[config.mk]
export PLATFORM = sky130hd
export DESIGN_NAME = inflight_tracker
export DESIGN_NICKNAME = d
export VERILOG_FILES = /design/src/rtl/inflight_tracker_pkg.sv /design/src/rtl/trk_ctrl.sv /design/src/rtl/trk_datapath.sv /design/src/rtl/inflight_tracker.sv
export SDC_FILE = /design/constraint.sdc
export NUM_CORES = 1
export LEC_CHECK = 0
export BUFFER_PORTS_ARGS = -buffer_cell sky130_fd_sc_hd__buf_2
export CELL_PAD_IN_SITES_DETAIL_PLACEMENT = 1
export CELL_PAD_IN_SITES_GLOBAL_PLACEMENT = 2
export CORE_MARGIN = 5
export CORE_UTILIZATION = 39
export DETAILED_ROUTE_END_ITERATION = 8
export PLACE_DENSITY = 0.83
export SYNTH_ARGS = -nofsm -noshare
export SYNTH_HDL_FRONTEND = slang
export SYNTH_HIERARCHICAL = 1
export SYNTH_SLANG_ARGS = --single-unit
[constraint.sdc]
create_clock -name clk -period 6.3 [get_ports clk]
set_clock_uncertainty 0.15 [all_clocks]
set_input_delay 0.315 -clock clk [delete_from_list [all_inputs] [get_ports clk]]
set_output_delay 0.315 -clock clk [all_outputs]
set_load 0.05 [all_outputs]
[src/rtl/inflight_tracker_pkg.sv]
`timescale 1ns/1ps
package inflight_tracker_pkg;

  // Per-thread strobes passed from control to datapath each cycle
  typedef struct packed {
    logic alloc;   // append at the tail
    logic grad;    // mark head for removal
    logic squash;  // mark every entry younger than the squash number
    logic nsSet;   // record a non-speculative instruction
  } trkStrobe_t;

  function automatic int atLeastOne(input int v);
    return (v < 1) ? 1 : v;
  endfunction

endpackage

[src/rtl/trk_ctrl.sv]
`timescale 1ns/1ps
module trk_ctrl
  import inflight_tracker_pkg::*;
#(
  parameter int NUM_THREADS = 2,
  parameter int DEPTH       = 4,
  parameter int SEQ_W       = 16,
  parameter int NUM_STAGES  = 5,
  parameter int TID_W       = 1,
  parameter int OCC_W       = 3,
  parameter int STG_W       = 3
) (
  input  logic                                clk,
  input  logic                                rstN,
  input  logic                                allocReq,
  input  logic [TID_W-1:0]                    allocTid,
  input  logic                                gradReq,
  input  logic [TID_W-1:0]                    gradTid,
  input  logic                                squashReq,
  input  logic [TID_W-1:0]                    squashTid,
  input  logic [SEQ_W-1:0]                    squashSeq,
  input  logic                                squashMemStall,
  input  logic [STG_W-1:0]                    squashStage,
  input  logic                                nsSetReq,
  input  logic [TID_W-1:0]                    nsTid,
  input  logic [NUM_THREADS-1:0][OCC_W-1:0]   occupancy,
  output trkStrobe_t [NUM_THREADS-1:0]        strobes,
  output logic [SEQ_W-1:0]                    effSeq,
  output logic                                allocAck,
  output logic [NUM_STAGES-1:0]               stageKill,
  output logic [TID_W-1:0]                    stageKillTid,
  output logic [SEQ_W-1:0]                    stageKillSeq
);

  localparam logic [OCC_W-1:0] FULL_OCC = OCC_W'(DEPTH);

  logic allocTidOk;
  logic allocHasRoom;
  logic sameThreadSquash;
  logic [NUM_STAGES-1:0] killMask;

  // Effective squash number: a memory stall also drops the stalling entry
  always_comb begin
    effSeq = squashMemStall ? (squashSeq - SEQ_W'(1)) : squashSeq;
  end

  // Append acceptance: room in the list, and no squash on the same thread
  always_comb begin
    allocTidOk       = (int'(allocTid) < NUM_THREADS);
    allocHasRoom     = allocTidOk && (occupancy[allocTid] < FULL_OCC);
    sameThreadSquash = squashReq && (squashTid == allocTid);
    allocAck         = allocReq && allocHasRoom && !sameThreadSquash;
  end

  // Per-thread strobe decode
  always_comb begin
    for (int t = 0; t < NUM_THREADS; t++) begin
      strobes[t].alloc  = allocAck && (allocTid == TID_W'(t));
      strobes[t].grad   = gradReq && (gradTid == TID_W'(t)) && (occupancy[t] != '0);
      strobes[t].squash = squashReq && (squashTid == TID_W'(t));
      strobes[t].nsSet  = nsSetReq && (nsTid == TID_W'(t));
    end
  end

  // Kill mask covers the requesting stage and every older stage below it
  always_comb begin
    for (int s = 0; s < NUM_STAGES; s++) begin
      killMask[s] = squashReq && (s <= int'(squashStage));
    end
  end

  always_ff @(posedge clk) begin
    if (!rstN) begin
      stageKill    <= '0;
      stageKillTid <= '0;
      stageKillSeq <= '0;
    end else begin
      stageKill    <= killMask;
      stageKillTid <= squashReq ? squashTid : '0;
      stageKillSeq <= squashReq ? effSeq : '0;
    end
  end

endmodule

[src/rtl/trk_datapath.sv]
`timescale 1ns/1ps
module trk_datapath
  import inflight_tracker_pkg::*;
#(
  parameter int NUM_THREADS = 2,
  parameter int DEPTH       = 4,
  parameter int SEQ_W       = 16,
  parameter int CNT_W       = 16,
  parameter int IDX_W       = 2,
  parameter int OCC_W       = 3
) (
  input  logic                                clk,
  input  logic                                rstN,
  input  trkStrobe_t [NUM_THREADS-1:0]        strobes,
  input  logic [SEQ_W-1:0]                    effSeq,
  input  logic [SEQ_W-1:0]                    nsSeqIn,
  output logic [NUM_THREADS-1:0][OCC_W-1:0]   occupancy,
  output logic [NUM_THREADS-1:0][SEQ_W-1:0]   headSeq,
  output logic [NUM_THREADS-1:0][SEQ_W-1:0]   tailSeq,
  output logic [NUM_THREADS-1:0][SEQ_W-1:0]   nextSeq,
  output logic [NUM_THREADS-1:0][CNT_W-1:0]   commitCnt,
  output logic [NUM_THREADS-1:0]              nsActive
);

  for (genvar t = 0; t < NUM_THREADS; t++) begin : g_thr
    logic [SEQ_W-1:0] seqMem [DEPTH];
    logic [IDX_W-1:0] headIdx;
    logic [OCC_W-1:0] occ;
    logic [SEQ_W-1:0] seqCtr;
    logic [CNT_W-1:0] committed;
    logic             nsFlag;
    logic [SEQ_W-1:0] nsTag;

    logic [DEPTH-1:0] live;
    logic [DEPTH-1:0] mark;
    logic [DEPTH-1:0] nsHit;
    logic [OCC_W-1:0] freeCnt;
    logic [IDX_W-1:0] wrIdx;
    logic [IDX_W-1:0] tailIdx;
    trkStrobe_t       stb;

    assign stb = strobes[t];

    // Marking phase: graduation marks the head, a squash marks the
    // younger suffix; an entry marked by both is still one entry.
    always_comb begin
      for (int i = 0; i < DEPTH; i++) begin
        logic [IDX_W-1:0] rel;
        rel      = IDX_W'(i) - headIdx;
        live[i]  = (OCC_W'(rel) < occ);
        mark[i]  = live[i] &&
                   ((stb.grad && (IDX_W'(i) == headIdx)) ||
                    (stb.squash && (seqMem[i] > effSeq)));
        nsHit[i] = mark[i] && (seqMem[i] == nsTag);
      end
      freeCnt = OCC_W'($countones(mark));
      wrIdx   = headIdx + IDX_W'(occ);
      tailIdx = headIdx + IDX_W'(occ - OCC_W'(1));
    end

    // Release phase: all marked entries leave together at the edge
    always_ff @(posedge clk) begin
      if (!rstN) begin
        headIdx   <= '0;
        occ       <= '0;
        seqCtr    <= SEQ_W'(1);
        committed <= '0;
        nsFlag    <= 1'b0;
        nsTag     <= '0;
        for (int i = 0; i < DEPTH; i++) seqMem[i] <= '0;
      end else begin
        if (stb.alloc) begin
          seqMem[wrIdx] <= seqCtr;
          seqCtr        <= seqCtr + SEQ_W'(1);
        end
        if (stb.grad) begin
          headIdx   <= headIdx + IDX_W'(1);
          committed <= committed + CNT_W'(1);
        end
        occ <= occ - freeCnt + OCC_W'(stb.alloc);
        if (stb.nsSet) begin
          nsFlag <= 1'b1;
          nsTag  <= nsSeqIn;
        end else if (nsFlag && (|nsHit)) begin
          nsFlag <= 1'b0;
        end
      end
    end

    assign occupancy[t] = occ;
    assign headSeq[t]   = (occ != '0) ? seqMem[headIdx] : '0;
    assign tailSeq[t]   = (occ != '0) ? seqMem[tailIdx] : '0;
    assign nextSeq[t]   = seqCtr;
    assign commitCnt[t] = committed;
    assign nsActive[t]  = nsFlag;
  end

endmodule

[src/rtl/inflight_tracker.sv]
`timescale 1ns/1ps
module inflight_tracker
  import inflight_tracker_pkg::*;
#(
  parameter int NUM_THREADS = 2,
  parameter int DEPTH       = 4,   // power of two
  parameter int SEQ_W       = 16,
  parameter int CNT_W       = 16,
  parameter int NUM_STAGES  = 5,
  localparam int TID_W      = atLeastOne($clog2(NUM_THREADS)),
  localparam int IDX_W      = atLeastOne($clog2(DEPTH)),
  localparam int OCC_W      = $clog2(DEPTH + 1),
  localparam int STG_W      = atLeastOne($clog2(NUM_STAGES))
) (
  input  logic                                clk,
  input  logic                                rstN,
  input  logic                                allocReq,
  input  logic [TID_W-1:0]                    allocTid,
  output logic                                allocAck,
  output logic [SEQ_W-1:0]                    allocSeq,
  input  logic                                gradReq,
  input  logic [TID_W-1:0]                    gradTid,
  input  logic                                squashReq,
  input  logic [TID_W-1:0]                    squashTid,
  input  logic [SEQ_W-1:0]                    squashSeq,
  input  logic                                squashMemStall,
  input  logic [STG_W-1:0]                    squashStage,
  input  logic                                nsSetReq,
  input  logic [TID_W-1:0]                    nsTid,
  input  logic [SEQ_W-1:0]                    nsSeq,
  output logic [NUM_THREADS-1:0][OCC_W-1:0]   occupancy,
  output logic [NUM_THREADS-1:0][SEQ_W-1:0]   headSeq,
  output logic [NUM_THREADS-1:0][SEQ_W-1:0]   tailSeq,
  output logic [NUM_THREADS-1:0][CNT_W-1:0]   commitCnt,
  output logic [NUM_THREADS-1:0]              nsActive,
  output logic [NUM_STAGES-1:0]               stageKill,
  output logic [TID_W-1:0]                    stageKillTid,
  output logic [SEQ_W-1:0]                    stageKillSeq
);

  trkStrobe_t [NUM_THREADS-1:0]      strobes;
  logic [SEQ_W-1:0]                  effSeq;
  logic [NUM_THREADS-1:0][SEQ_W-1:0] nextSeq;

  trk_ctrl #(
    .NUM_THREADS(NUM_THREADS), .DEPTH(DEPTH), .SEQ_W(SEQ_W),
    .NUM_STAGES(NUM_STAGES), .TID_W(TID_W), .OCC_W(OCC_W), .STG_W(STG_W)
  ) u_ctrl (
    .clk(clk), .rstN(rstN),
    .allocReq(allocReq), .allocTid(allocTid),
    .gradReq(gradReq), .gradTid(gradTid),
    .squashReq(squashReq), .squashTid(squashTid), .squashSeq(squashSeq),
    .squashMemStall(squashMemStall), .squashStage(squashStage),
    .nsSetReq(nsSetReq), .nsTid(nsTid),
    .occupancy(occupancy),
    .strobes(strobes), .effSeq(effSeq), .allocAck(allocAck),
    .stageKill(stageKill), .stageKillTid(stageKillTid), .stageKillSeq(stageKillSeq)
  );

  trk_datapath #(
    .NUM_THREADS(NUM_THREADS), .DEPTH(DEPTH), .SEQ_W(SEQ_W),
    .CNT_W(CNT_W), .IDX_W(IDX_W), .OCC_W(OCC_W)
  ) u_dp (
    .clk(clk), .rstN(rstN),
    .strobes(strobes), .effSeq(effSeq), .nsSeqIn(nsSeq),
    .occupancy(occupancy), .headSeq(headSeq), .tailSeq(tailSeq),
    .nextSeq(nextSeq), .commitCnt(commitCnt), .nsActive(nsActive)
  );

  assign allocSeq = nextSeq[allocTid];

endmodule

==> results.toml <==
[setup_path]
cp_slowest_stage_delay_ns = 0.54
critPathCapture = "u_dp/g_thr[0].occ[2]"
crit_required_ns = 6.62
worst-r2r-cell-count = 14
crit_path_max_fanout = 8
arrival_ns = 5.62
reg2reg_from = "u_dp/g_thr[0].occ[2]"
regToRegSetupSlack_ns = 2.12
criticalPathCategory = "input port to register"
cp_slowest_cell = "dlygate4sd3_1"
cp.depth = 20
worstPathCellList = "dlygate4sd3_1 -> buf_2 -> nor4_1 -> nand3_1 -> or4_4 -> nand2_1 -> inv_1 -> ha_1 -> a21oi_1 -> a21boi_0 -> a2111oi_0 -> nor3b_1 -> a211oi_2 -> fa_1 -> inv_1 -> ha_1 -> fa_1 -> xor2_1 -> xnor2_1 -> and2_1"
startpoint = "squashSeq[10]"
critPathTopFamily = "simple AND/OR/NAND/NOR gates"
reg2reg_to = "u_dp/g_thr[0].occ[2]"
cp_num_buf_inv = 4
endpoint_kind = "register"
critPathLaunchType = "input port"

[clock_tree]
cts_sinks = 262
clkLatencyLatePin_ns = 0.59
numCtsBuffers = 30
clk_pin_slew_ns = 0.06
postCtsSetupRepairBufs = 0
cts_hold_buf = 39
htreeDepth = 1
post_cts_resize_count = 0
clockBufferDepth = 3
cts_tree = "yes"
cts-root-buf = "clkbuf_16"

[power_and_ir_drop]
peakVddDrop_uv = 308
power_density_mw_per_mm2 = 317
p_leak_nw = 8.89
seqPwrFrac = 0.324
switching_share = 0.426
power_mw = 6.53
power_switching_mw = 2.78
p_int_mw = 3.75
pwr-share-comb = 0.408
p_clk_frac = 0.268

[synthesis]
yosys-top-cells-count = "178 x and2_1, 161 x ha_1, 134 x dfxtp_1"
synth_cell_types = 67
synth_flop_cell = "dfxtp_1"
synth-seq-area-share = 0.368
synthCells = 1665
syn_nets = 1878
synth_edf_count = 128
synthTopCellsByArea = "edfxtp_1 22%, dfxtp_1 15%, ha_1 11%"
yosysMostFrequentCell = "and2_1"
yosysTopAreaCellShare = 0.217
yosysTopAreaCell = "edfxtp_1"
async_flop_share = 0
ys_ff_latch = 262
yosys_warnings = 6
synth_area_mm2 = 0.0177
avgSynthCellArea_um2 = 10.6

[placement]
io_buffers = 188
gp_congestion = 1.02
post-place-ws_ns = 1.09
dpl.hpwl_um = 49500
dpl_cell_area_mm2 = 0.0192

[cells_and_area]
fin_area_mm2 = 0.0206
synthToLayoutAreaGrowth_pct = 16.0
drive_gt1_frac = 0.194
fill_cells = 4951
layout.nets = 2054

[timing]
finalCriticalPeriod_ns = 5.30
clock.fmax_mhz = 189
rsz0062_at_grt = "no"
drv_slew = 0
hold_viol = 0
hold_ws_ns = 0.0257
max-slew-margin-rel = 0.141
tightest_slew_ns = 1.28
period_share = 0.841
worst_slack_ns = 1.00
fin_tns_setup_ns = 0
setup_viol = 0

[route]
ant_nets = 0
drc = 0
post_drt_via_cell_ratio = 5.73
firstDrtPassIters = 7
routed_wl_um = 64600
first_iter_violations = 1077
routedWlPerCell_um = 26.2
vias = 14100

[global_route]
track_usage = 0.251
antenna_found_initial = 3
grt_pass1_vias = 14800
grt-ovfl-total = 0
grt_pass1_wl_um = 95600
grt_start_max_net_pins = 72

[flow_run]
max_cap_violations = 0

[min_path]
hold_path_class = "input port to register"

[die]
die_h_um = 223
row_count = 78
ioPinCount = 189
initial_core_util = 0.392
core-area_mm2 = 0.0452
die_w_um = 223
die-area_mm2 = 0.0498

[status]
status = "finished, final reports clean"
-- worst register-to-register path: cells and delay by family, from the launching register on --
family                   cells  cell delay (ns)
AND/OR/NAND/NOR              5             1.59
adder cells (fa/ha/maj)      3             1.12
AO/OA/AOI/OAI                2             0.36
flip-flops                   1             0.31
XOR/XNOR                     2             0.31
buffers and inverters        2             0.24
-- registers in the layout, indices dropped and copies added, names as in the netlist, named ones only --
signal,count
u_ctrl/stageKillTid,1
u_ctrl/stageKill,5
u_dp/g_thr.committed,32
u_ctrl/stageKillSeq,16
u_dp/g_thr.nsFlag,2
u_dp/g_thr.seqCtr,32
u_dp/g_thr.headIdx,4
u_dp/g_thr.nsTag,32
u_dp/g_thr.occ,6
u_dp/g_thr.seqMem,128
-- cell families after synthesis --
family	share of synthesized area
compound gates	0.0533
simple gates	0.204
buf+inv	0.0352
fa+ha+maj	0.120
mux	0.116
xor+xnor	0.104
flops	0.368
-- worst min path at each step --
stage                                     startpoint                    endpoint  slack [ns]  depth (start not counted)
after floorplan                       squashStage[1]         u_ctrl/stageKill[2]        0.28                          2
after detailed placement  u_dp/g_thr[1].committed[9]  u_dp/g_thr[1].committed[9]        0.37                          2
after global routing                    squashSeq[2]      u_ctrl/stageKillSeq[2]        0.04                          3
after CTS                               squashSeq[2]      u_ctrl/stageKillSeq[2]       0.008                          3
final                                   squashSeq[2]      u_ctrl/stageKillSeq[2]        0.03                          3
after global placement    u_dp/g_thr[1].committed[9]  u_dp/g_thr[1].committed[9]        0.34                          2
-- cell type report --
class / count / area (um2) / share of cell area
multi-input combinational: 1250 / 10600 / 0.517
sequential: 262 / 6530 / 0.317
timing repair buffer: 242 / 1450 / 0.0703
clock buffer: 33 / 793 / 0.0386
tap: 600 / 751 / 0.0365
clock inverter: 23 / 218 / 0.0106
inverter: 55 / 206 / 0.0100
antenna: 1 / 2.50 / 0.000122
-- per-stage QoR --
stage / utilization / cells
floorplan: - / 1665
global placement: 0.424 / 2370
detailed placement: 0.424 / 2370
CTS: 0.455 / 2465
global route: 0.455 / 2465
finish: 0.455 / 2466
-- cell usage in the layout, fill, tap and decap left out, types with 9 or more instances in the layout --
cell type and n:
inv_1 55, and3_1 49, dlygate4sd3_1 39, mux2i_1 39, a21oi_1 61, mux4_2 63
nand4_1 54, and2_1 178, nor2_1 34, buf_2 187, ha_1 161, xnor2_1 96
edfxtp_1 128, o21ai_0 14, nor2b_1 110, clkbuf_16 31, nand2_1 62, mux2_4 10
dfxtp_1 134, nor3_1 9, nand3_1 35, a21o_1 12, buf_4 16, xor2_1 113
nor4_1 33
-- per-layer routing --
metal  up-vias  global-route usage  routed length (um)  share of wire
li1       6313                   -                   -              -
met5         -                   0                   0              0
met3       101              0.0426                4690          0.073
met1      7133               0.348               28100           0.43
met4         0              0.0745                2060          0.032
met2       575               0.406               29800           0.46
-- power groups by stage --
stage	Combinational (mW)	Sequential, mW	Clock [mW]
global placement	2.60	2.14	0
detailed placement	2.65	2.14	0
global route	2.82	2.12	1.86
floorplan	1.91	2.09	0
CTS	2.68	2.10	1.80
finish	2.66	2.11	1.75
Note: power is estimated with default switching activity, not from simulation.
